`src/rtl/sysrt_pkg.sv`:
```
package sysrt_pkg;
  typedef enum logic [2:0] {
    TGT_EXT   = 3'd0,
    TGT_CTL   = 3'd1,
    TGT_TMR0  = 3'd2,
    TGT_TMR1  = 3'd3,
    TGT_LOCAL = 3'd4
  } tgt_e;
endpackage

```
`src/rtl/sysrt_win.sv`:
```
module sysrt_win #(
  parameter int unsigned   AW   = 32,
  parameter logic [AW-1:0] BASE = '0,
  parameter int unsigned   SIZE = 4096
) (
  input  logic [AW-1:0] addr,
  output logic          hit,
  output logic [AW-1:0] offset
);
  localparam logic [AW:0] LO = {1'b0, BASE};
  localparam logic [AW:0] HI = {1'b0, BASE} + (AW+1)'(SIZE);

  always_comb begin
    hit    = ({1'b0, addr} >= LO) && ({1'b0, addr} < HI);
    offset = addr - BASE;
  end
endmodule

```
`src/rtl/sysrt_local.sv`:
```
module sysrt_local #(
  parameter int unsigned SZW      = 4,
  parameter int unsigned MAX_SIZE = 8
) (
  input  logic           user,
  input  logic           alias_pg,
  input  logic [SZW-1:0] size,
  output logic           err
);
  logic size_bad;

  always_comb begin
    size_bad = (size == '0) || (size > SZW'(MAX_SIZE));
    err      = user || (!alias_pg && size_bad);
  end
endmodule

```
`src/rtl/sys_region_router.sv`:
```
module sys_region_router #(
  parameter int unsigned   AW          = 32,
  parameter int unsigned   DW          = 32,
  parameter int unsigned   SZW         = 4,
  parameter int unsigned   MAX_SIZE    = 8,
  parameter logic [AW-1:0] REGION_BASE = 32'hE000_0000,
  parameter int unsigned   REGION_SIZE = 32'h0010_0000,
  parameter logic [AW-1:0] CTL_OFS     = 32'h0000_E000,
  parameter int unsigned   CTL_SIZE    = 4096,
  parameter logic [AW-1:0] TMR_OFS     = 32'h0000_0010,
  parameter int unsigned   TMR_SIZE    = 32'h0000_00E0,
  parameter logic [AW-1:0] ALIAS_OFS   = 32'h0002_E000,
  parameter bit            SEC_EXT     = 1'b1
) (
  input  logic            clk,
  input  logic            rst,
  input  logic            req_valid,
  input  logic [AW-1:0]   req_addr,
  input  logic            req_write,
  input  logic [SZW-1:0]  req_size,
  input  logic [DW-1:0]   req_wdata,
  input  logic            req_secure,
  input  logic            req_user,
  output logic            rsp_valid,
  output logic [DW-1:0]   rsp_rdata,
  output logic            rsp_err,
  output logic            ctl_req,
  output logic [1:0]      tmr_req,
  output logic            ext_req,
  output logic [AW-1:0]   dn_addr,
  output logic            dn_write,
  output logic [SZW-1:0]  dn_size,
  output logic [DW-1:0]   dn_wdata,
  output logic            dn_secure,
  output logic            dn_user,
  input  logic [DW-1:0]   ctl_rdata,
  input  logic            ctl_err,
  input  logic [2*DW-1:0] tmr_rdata,
  input  logic [1:0]      tmr_err,
  input  logic [DW-1:0]   ext_rdata,
  input  logic            ext_err
);
  import sysrt_pkg::*;

  localparam logic [AW-1:0] CTL_BASE    = REGION_BASE + CTL_OFS;
  localparam logic [AW-1:0] TMR_BASE    = CTL_BASE + TMR_OFS;
  localparam logic [AW-1:0] ALIAS_DELTA = ALIAS_OFS - CTL_OFS;
  localparam int unsigned   NWIN        = 4;

  // window index: 0 main control, 1 main timer, 2 alias control, 3 alias timer
  logic [NWIN-1:0] whit;
  logic [AW-1:0]   woff [NWIN];
  logic            reg_hit;
  logic [AW-1:0]   reg_off;

  sysrt_win #(.AW(AW), .BASE(REGION_BASE), .SIZE(REGION_SIZE)) u_region (
    .addr(req_addr), .hit(reg_hit), .offset(reg_off)
  );

  for (genvar w = 0; w < NWIN; w++) begin : g_win
    localparam logic [AW-1:0] WB = ((w % 2 == 0) ? CTL_BASE : TMR_BASE)
                                   + ((w >= 2) ? ALIAS_DELTA : '0);
    localparam int unsigned   WS = (w % 2 == 0) ? CTL_SIZE : TMR_SIZE;
    if (w < 2 || SEC_EXT) begin : g_on
      sysrt_win #(.AW(AW), .BASE(WB), .SIZE(WS)) u_win (
        .addr(req_addr), .hit(whit[w]), .offset(woff[w])
      );
    end else begin : g_off
      assign whit[w] = 1'b0;
      assign woff[w] = '0;
    end
  end

  tgt_e          tgt;
  logic [AW-1:0] sel_off;
  logic          eff_sec;
  logic          loc_err;
  logic          bank_sec;

  sysrt_local #(.SZW(SZW), .MAX_SIZE(MAX_SIZE)) u_local (
    .user(req_user), .alias_pg(whit[2]), .size(req_size), .err(loc_err)
  );

  always_comb begin
    bank_sec = req_secure && SEC_EXT;
    tgt      = TGT_LOCAL;
    sel_off  = reg_off;
    eff_sec  = req_secure;
    if (!reg_hit) begin
      tgt     = TGT_EXT;
      sel_off = req_addr;
    end else if (whit[1]) begin
      tgt     = bank_sec ? TGT_TMR1 : TGT_TMR0;
      sel_off = woff[1];
    end else if (whit[3] && req_secure) begin
      tgt     = TGT_TMR0;
      sel_off = woff[3];
      eff_sec = 1'b0;
    end else if (whit[0]) begin
      tgt     = TGT_CTL;
      sel_off = woff[0];
    end else if (whit[2] && req_secure) begin
      tgt     = TGT_CTL;
      sel_off = woff[2];
      eff_sec = 1'b0;
    end
  end

  always_comb begin
    ctl_req    = req_valid && (tgt == TGT_CTL);
    tmr_req[0] = req_valid && (tgt == TGT_TMR0);
    tmr_req[1] = req_valid && (tgt == TGT_TMR1);
    ext_req    = req_valid && (tgt == TGT_EXT);
    dn_addr    = sel_off;
    dn_write   = req_write;
    dn_size    = req_size;
    dn_wdata   = req_wdata;
    dn_secure  = eff_sec;
    dn_user    = req_user;
  end

  logic [DW-1:0] nxt_data;
  logic          nxt_err;

  always_comb begin
    unique case (tgt)
      TGT_EXT:  begin nxt_data = ext_rdata;            nxt_err = ext_err;    end
      TGT_CTL:  begin nxt_data = ctl_rdata;            nxt_err = ctl_err;    end
      TGT_TMR0: begin nxt_data = tmr_rdata[DW-1:0];    nxt_err = tmr_err[0]; end
      TGT_TMR1: begin nxt_data = tmr_rdata[2*DW-1:DW]; nxt_err = tmr_err[1]; end
      default:  begin nxt_data = '0;                   nxt_err = loc_err;    end
    endcase
    if (req_write) nxt_data = '0;
  end

  always_ff @(posedge clk) begin
    if (rst) begin
      rsp_valid <= 1'b0;
      rsp_rdata <= '0;
      rsp_err   <= 1'b0;
    end else begin
      rsp_valid <= req_valid;
      rsp_rdata <= req_valid ? nxt_data : '0;
      rsp_err   <= req_valid && nxt_err;
    end
  end
endmodule

```
`config.mk`:
```
export PLATFORM = sky130hd
export DESIGN_NAME = sys_region_router
export DESIGN_NICKNAME = d
export VERILOG_FILES = /design/src/rtl/sysrt_pkg.sv /design/src/rtl/sysrt_win.sv /design/src/rtl/sysrt_local.sv /design/src/rtl/sys_region_router.sv
export SDC_FILE = /design/constraint.sdc
export NUM_CORES = 1
export LEC_CHECK = 0
export BUFFER_PORTS_ARGS = -buffer_cell sky130_fd_sc_hd__buf_4
export CAP_MARGIN = 20
export CORE_AREA = 2 2 121 123
export CTS_CLUSTER_DIAMETER = 50
export DETAILED_ROUTE_END_ITERATION = 10
export DIE_AREA = 0 0 123 125
export REMOVE_ABC_BUFFERS = 1
export SYNTH_ARGS = -nofsm -noshare
export SYNTH_HDL_FRONTEND = slang
export SYNTH_SLANG_ARGS = --single-unit
```
`constraint.sdc`:
```
create_clock -name clk -period 2.8 [get_ports clk]
set_input_delay 0.28 -clock clk [delete_from_list [all_inputs] [get_ports clk]]
set_output_delay 0.28 -clock clk [all_outputs]
set_load 0.03 [all_outputs]
```
# == Word-level counts from Yosys, hierarchy flattened ==
# Cells that the tools add are included.
# totals
reg_bits,34
output_inout_bits,109
# op_classes
add_sub_neg,5
magnitude_cmp,11
eq_ne,3
muxes,18
bitwise,1
n_reduce_logical,19
# ops
operator,count
$ge A32 B32 Y1 const B,5
$lt A32 B32 Y1 const B,5
$mux W32,5
$sub A32 B32 Y32 const B,5
$pmux W32 S4,1
$mux W3,5
$logic_and A1 B1 Y1,13
$eq A3 B2 Y1 const B,2
$mux W1,6
$gt A4 B4 Y1 const B,1
$logic_not A4 Y1,1
$pmux W1 S4,1
$eq A3 B1 Y1 const B,1
$logic_not A3 Y1,1
$reduce_or A3 Y1,1
$logic_or A1 B1 Y1,2
$logic_not A1 Y1,1
$not A1 Y1,1

# == Longest topological paths before layout ==
# Gate-level depths: netlist of run 1.
# logic_depth
word_depth,11
mapped_depth,10
depth_no_buf,8

# == Modules after synthesis ==
# A second synthesis of run 1 with hierarchy kept.
# hier_totals
hier_cells,819
area_unflattened_um2,5745.5
# modules_own_cells
mod,n_inst,cells_each,area_per_inst_um2,seq_area_each_um2
sys_region_router,1,473,3236.9,680.7
sysrt_win (g_win[3].g_on.u_win),1,96,703.2,0.0
sysrt_win (g_win[1].g_on.u_win),1,83,571.8,0.0
sysrt_win (g_win[0].g_on.u_win),1,65,464.2,0.0
sysrt_win (g_win[2].g_on.u_win),1,63,460.4,0.0
sysrt_win (u_region),1,36,282.8,0.0
sysrt_local,1,3,26.3,0.0

# == Worst setup path before layout of run 1 ==
# Ideal clock, no wire load.
# synth_timing
path_kind,input -> output
startpoint,in req_addr[12]
endpoint,out dn_addr[15]
arrival_time_ps,2678
slack_ps,-158
stages,7
n_path_buf,1
cell_sequence,or3_4 -> or4_4 -> or3_4 -> buf_6 -> nor3_2 -> nor3_1 -> a21boi_0
# synth_between
elab_chain_cells,8
word_cells_on_any_way,27
classes_between,add/sub (5); order compare (10); mux (5); reduce/logical (7)
# synth_rtl
element,line_no,rtl
"start, declared",sys_region_router.sv:18,"input logic [AW-1:0] req_addr,"
$ge A32 B32 Y1 or $lt A32 B32 Y1 (tied branches),sysrt_win.sv:14,"hit = ({1'b0, addr} >= LO) && ({1'b0, addr} < HI);"
$logic_and A1 B1 Y1,sysrt_win.sv:14,
$logic_and A1 B1 Y1,sys_region_router.sv:102,end else if (whit[2] && req_secure) begin
$mux W32,sys_region_router.sv:102,
$mux W32,sys_region_router.sv:99,end else if (whit[0]) begin
$mux W32,sys_region_router.sv:95,end else if (whit[3] && req_secure) begin
$mux W32,sys_region_router.sv:92,end else if (whit[1]) begin
$mux W32 (*),sys_region_router.sv:89,if (!reg_hit) begin
"end, declared",sys_region_router.sv:30,"output logic [AW-1:0] dn_addr,"
# Every way passes the cells marked *; elsewhere a longest branch is shown, timed or not.

# == Worst setup path in the final report of run 1 ==
# layout_timing
startpoint,in req_addr[12]
endpoint,out dn_addr[13]
# The elaborated chain is that of the path after synthesis.

==> flow_summary_export.csv, run 1 <==
group,metric,value,unit
detailed_routing,vias,3837,
die,row_count,44,
final_layout,finalNetCount,818,
sta,finalSetupViolCount,0,
logic_synthesis,syn_inst,385,
detailed_routing,routed_wl,14600,microns
grt,grt_first_pass_wirelength,21100,microns
logic_synthesis,netlist_area,2860,sq um
logic_synthesis,synth_edf_count,0,
worst_setup_path,crit_start,"req_addr[12]",
die,die_y,125,microns
clock_tree,clkSlewWorstSetupHoldPaths,0.05,ns
logic_synthesis,yosysUniqueCellTypes,58,
hold_path,hold_depth,2,
clock_tree,cts_tree,"yes",
final_layout,area_delta_synth_final,74.1,%
sta,timing.slew.headroom,51.4,%
grt,grt_use_total,17.8,%
final_layout,n_fill_cell,1524,
detailed_routing,first_iter_violations,169,
clock_tree,ctsHoldBuffers,0,
detailed_routing,drtPass1Iterations,4,
logic_synthesis,ys_async_sr_fraction,0,%
grt,grt_pass1_vias,3765,
worst_setup_path,path_class,"in2out",
final_layout,fin_util,35.1,%
clock_tree,clock_path_buffers,2,
worst_setup_path,required,2.52,ns
detailed_routing,via_per_inst,4.84,
logic_synthesis,yosysWarnings,0,
worst_setup_path,arrival,2.47,ns
grt,grt_overflow,0,
sta,drv_slew,0,
run,cap_viol_max_count,0,
clock_tree,clock-sinks,34,
worst_setup_path,path_max_fanout,10,
clock_tree,root_buffer,"clkbuf_16",
sta,tightest_slew,0.729,ns
detailed_routing,drc,0,
sta,hold_viol,0,
place,place_congestion,0.823,
sta,tns,0,ns
grt,antenna_found_initial,2,
sta,period_minus_slack,2.75,ns
pwr,ir_drop,0.167,mV
sta,rsz0062_at_grt,"true",
final_layout,drive_gt1_share,50.4,%
logic_synthesis,ys.flop_type,"dfxtp_1",
hold_path,worstHoldStart,"rst",
pwr,power.density,308,nW/um^2
sta,period_share,98.1,%
die,dieArea,15400,sq um
detailed_routing,wl_per_cell,18.4,microns
clock_tree,htree_num_levels,2,
worst_setup_path,end_kind,"output port",
die,start_util,20.1,%
clock_tree,cts_buffers,5,
die,die_w,123,microns
pwr,cellLeakagePower,2.23,nW
logic_synthesis,avgSynthCellArea,7.43,sq um
grt,grt_max_degree,34,
logic_synthesis,ys_seq_elements,34,
run_status,status,"completed",
die,io_pins,315,
hold_path,hp-class,"in2reg",
die,core_area,14200,sq um
place,port_buffers,250,
detailed_routing,ant_nets,0,
sta,fmax,364,MHz
logic_synthesis,synth_seq_area_share,23.8,%
place,place_hpwl,12100,microns
hold_path,holdPathEnd,"rsp_valid$_SDFF_PP0_",
worst_setup_path,startpoint_type,"input port",
layout by cell type, fill, tap and decap left out, drive strengths merged, types with 3 or more instances in the layout:
master,count
buf,278
nand2,75
a31oi,36
dfxtp,34
a22oi,32
nand2b,15
nor2,15
nor3,12
a21oi,9
and3,8
o21ai,8
nand3,7
nor4,7
ha,6
clkbuf,6
inv,5
and4,4
or2,4
xor2,3
xnor2,3
and2,3
or4,3
or3,3
state kept, by name, indices dropped and copies added, names as in the netlist:
register,flops
rsp_err,1
rsp_valid,1
rsp_rdata,32
synthesized netlist by cell type, types with 3 or more instances:
cell | count | share of area [%]
a21oi_1 | 9 | 1.6
a22oi_1 | 32 | 8.4
a31oi_1 | 36 | 7.9
and2_1 | 3 | 0.66
and3_1 | 8 | 1.7
and4_1 | 4 | 1.2
buf_2 | 11 | 1.9
buf_4 | 45 | 12
clkbuf_1 | 6 | 0.79
dfxtp_1 | 34 | 24
ha_1 | 6 | 2.6
inv_1 | 5 | 0.66
nand2_1 | 75 | 9.8
nand2b_1 | 15 | 3.3
nand3_1 | 7 | 1.2
nor2_1 | 13 | 1.7
nor3_1 | 8 | 1.4
nor4_1 | 5 | 1.1
o21ai_0 | 7 | 1.2
or2_2 | 4 | 0.87
xnor2_1 | 3 | 0.92
xor2_1 | 3 | 0.92
final cells by class:
class	instances	area [sq um]	share of cell area [%]
timing repair buffer	278	2140	42.9
multi-input combinational	282	1760	35.3
sequential	34	681	13.7
tap	184	230	4.62
clock buffer	6	139	2.79
inverter	5	18.8	0.377
clock inverter	2	12.5	0.251
antenna	1	2.50	0.0502
metal layers:
layer / up-vias / global-route usage, % / wire length (microns)
met5: - / 2.96 / 68
met1: 1717 / 20.6 / 5440
li1: 1811 / - / -
met3: 23 / 10.3 / 2380
met2: 282 / 28.3 / 6540
met4: 4 / 3.41 / 142
how the worst max path moves through the flow:
stage                             end  slack [ns]  cells after the start
after floorplan               ctl_req       -0.62                      5
after global placement    dn_addr[29]        0.02                      8
after detailed placement  dn_addr[15]       -0.02                      9
after CTS                 dn_addr[15]        0.03                      9
after global routing      dn_addr[13]       -0.05                      9
final                     dn_addr[13]        0.05                      9
worst max-delay path: stages:
cell	delay [ns]
buf_4	0.11
or3_4	0.38
or4_4	0.49
or3_4	0.43
nor3_4	0.24
nor3_2	0.06
buf_4	0.15
xor2_1	0.13
buf_4	0.18
cells by family (layout without fill, tap and decap cells):
kind of cell | after synthesis | in the layout | synth area share [%]
AOI/OAI and AO/OA | 106 | 106 | 25.4
and+or+nand+nor | 162 | 162 | 29.9
other | 0 | 1 | 0
DFF | 34 | 34 | 23.8
adders and majority gates | 6 | 6 | 2.62
buffers and inverters | 69 | 291 | 15.7
xor gates and xnor gates | 6 | 6 | 1.84
muxes | 2 | 2 | 0.743
power by group:
part           internal [mW]  total, mW  switching [mW]
logic                  0.258      0.474           0.216
clock network          0.352      0.557           0.205
registers              0.498      0.501         0.00377
total                   1.11       1.53           0.424
stage by stage:
stage | setup WS [ns] | hold WS, ns | cell area, sq um | total power [mW] | std cells
floorplan | -0.618 | 0.375 | 2430 | 0.664 | 321
global placement | 0.0230 | 0.472 | 4800 | 0.985 | 782
detailed placement | -0.0238 | 0.469 | 4800 | 0.985 | 782
CTS | 0.0286 | 0.175 | 4960 | 1.55 | 790
global route | -0.0505 | 0.189 | 4980 | 1.61 | 791
finish | 0.0529 | 0.186 | 4980 | 1.53 | 792
repair_timing:
action                                 in CTS  in global routing
pin swaps                                   0                  1
resized for setup                           2                  3
setup endpoints to repair                   1                 12
endpoints found under the hold margin       0                  0
setup buffers                               0                  1
Note: power is estimated with default switching activity, not from simulation.
==> run 2, diff against run 1 <==
==> constraint.sdc (replaced) <==
create_clock -name clk -period 2.8 [get_ports clk]
set_input_delay 0.14 -clock clk [delete_from_list [all_inputs] [get_ports clk]]
set_output_delay 0.14 -clock clk [all_outputs]
set_load 0.03 [all_outputs]
==> run 2 against run 1 <==
Effect of this change: total power increased by 11%; setup slack improved by 0.18 ns; worst hold slack got worse by 0.13 ns; first-iteration DRC count increased by 9.5%; non-clock buffer count decreased by 15; largest power group unchanged; routed wire length increased by 0.30%; sequential power about the same; global-route usage decreased by 0.11 points.
==> flow_summary_export.csv, run 2 (same netlist as run 1, synthesis figures left out) <==
group,metric,value,unit
grt,grt_first_pass_wirelength,21000,microns
final_layout,drive_gt1_share,48.8,%
grt,grt_use_total,17.7,%
final_layout,layout_common_cells,"260 x buf_4, 74 x nand2_1, 36 x a31oi_1",
die,io_pins,315,
worst_setup_path,arrival,2.43,ns
clock_tree,post_cts_buffers,0,
place,place_hpwl,11900,microns
sta,fmax,389,MHz
worst_setup_path,required,2.66,ns
clock_tree,cts_buffers,5,
grt,antenna_found_initial,2,
die,dieArea,15400,sq um
run_status,status,"completed",
worst_setup_path,path_class,"in2out",
sta,worst_hold_slack,0.0514,ns
clock_tree,cts_tree,"yes",
place,place_congestion,0.863,
final_layout,n_fill_cell,1506,
pwr,cellLeakagePower,2.16,nW
worst_setup_path,max_stage_delay,0.51,ns
worst_setup_path,cp.buffers_inverters,2,
detailed_routing,drtPass1Iterations,5,
sta,period_share,91.7,%
final_layout,finalNetCount,803,
sta,drv_slew,0,
sta,finalSetupViolCount,0,
grt,grt_pass1_vias,3690,
clock_tree,cts_resized,0,
final_layout,top_register,"rsp_rdata",
detailed_routing,via_per_inst,4.91,
grt,grt_max_degree,34,
worst_setup_path,crit_chain,"buf_4, or3_4, or4_4, or3_4, o21ai_0, nand4_1, nand2b_1, buf_4",
worst_setup_path,critPathTopFamily,"simple AND/OR/NAND/NOR gates",
die,core_area,14200,sq um
sta,period_minus_slack,2.57,ns
worst_setup_path,slowest_stage,"or4_4",
clock_tree,ctsHoldBuffers,0,
die,die_w,123,microns
worst_setup_path,end_kind,"output port",
clock_tree,clkSlewWorstSetupHoldPaths,0.06,ns
hold_path,hold_depth,2,
final_layout,area_delta_synth_final,70.5,%
pwr,power.density,349,nW/um^2
grt,grt_overflow,0,
die,die_y,125,microns
die,row_count,44,
final_layout,final_common_cell,"buf_4",
final_layout,multi_input_area,1740,sq um
run,cap_viol_max_count,0,
detailed_routing,ant_nets,0,
clock_tree,clock-sinks,34,
place,port_buffers,250,
final_layout,seqCellArea,681,sq um
pwr,ir_drop,0.278,mV
pwr,p_total,1.70,mW
detailed_routing,routed_wl,14600,microns
detailed_routing,first_iter_violations,185,
sta,timing.slew.headroom,53.6,%
final_layout,reg_top3,"rsp_rdata (32), rsp_err (1), rsp_valid (1)",
final_layout,largest_register_ffs,32,
clock_tree,clock_path_buffers,2,
hold_path,holdPathEnd,"rsp_valid$_SDFF_PP0_",
detailed_routing,vias,3815,
die,start_util,20.1,%
sta,hold_viol,0,
hold_path,worstHoldStart,"rst",
sta,tightest_slew,0.695,ns
detailed_routing,drc,0,
worst_setup_path,startpoint_type,"input port",
sta,rsz0062_at_grt,"false",
worst_setup_path,path_max_fanout,11,
clock_tree,root_buffer,"clkbuf_16",
clock_tree,htree_num_levels,2,
detailed_routing,wl_per_cell,18.8,microns
worst_setup_path,crit_start,"req_addr[12]",
hold_path,hp-class,"in2reg",
## run 2: worst max path at each step
stage	slack, ns	cells after the start	end
CTS	0.22	8	dn_addr[20]
detailed placement	0.22	8	dn_addr[20]
global placement	0.26	8	rsp_rdata[11]$_SDFF_PP0_
floorplan	-0.34	5	ctl_req
global route	0.15	8	dn_addr[18]
finish	0.23	8	dn_addr[20]
## run 2: layout make-up
cell class | instances | share of cell area [%]
Sequential cell | 34 | 14.0
Antenna cell | 1 | 0.0513
Inverter | 5 | 0.385
Timing Repair Buffer | 263 | 41.2
Multi-Input combinational cell | 282 | 35.7
Clock buffer | 5 | 2.56
Tap cell | 184 | 4.72
Clock inverter | 3 | 1.41
## run 2: stage by stage
step                      instance area, sq um  utilization, %  setup WS [ns]  TNS, ns  instances
final                                     4880            34.3          0.232        0        777
after global routing                      4880            34.3          0.146        0        776
after CTS                                 4880            34.3          0.217        0        776
after detailed placement                  4680            33.0          0.221        0        768
after global placement                    4680            33.0          0.256        0        768
after floorplan                           2430               -         -0.338   -10.87        321
## run 2: per-layer routing
layer	up-vias	routed length, microns	track usage (%)
met3	28	1950	8.49
met5	-	71	2.96
met4	4	327	5.35
met1	1757	5890	21.7
li1	1776	-	-
met2	250	6380	27.0
## run 2: power breakdown
| part | internal [mW] | switching [mW] |
|---|---|---|
| registers | 0.497 | 0.00355 |
| logic | 0.252 | 0.216 |
| clock network | 0.511 | 0.220 |
| total | 1.26 | 0.439 |
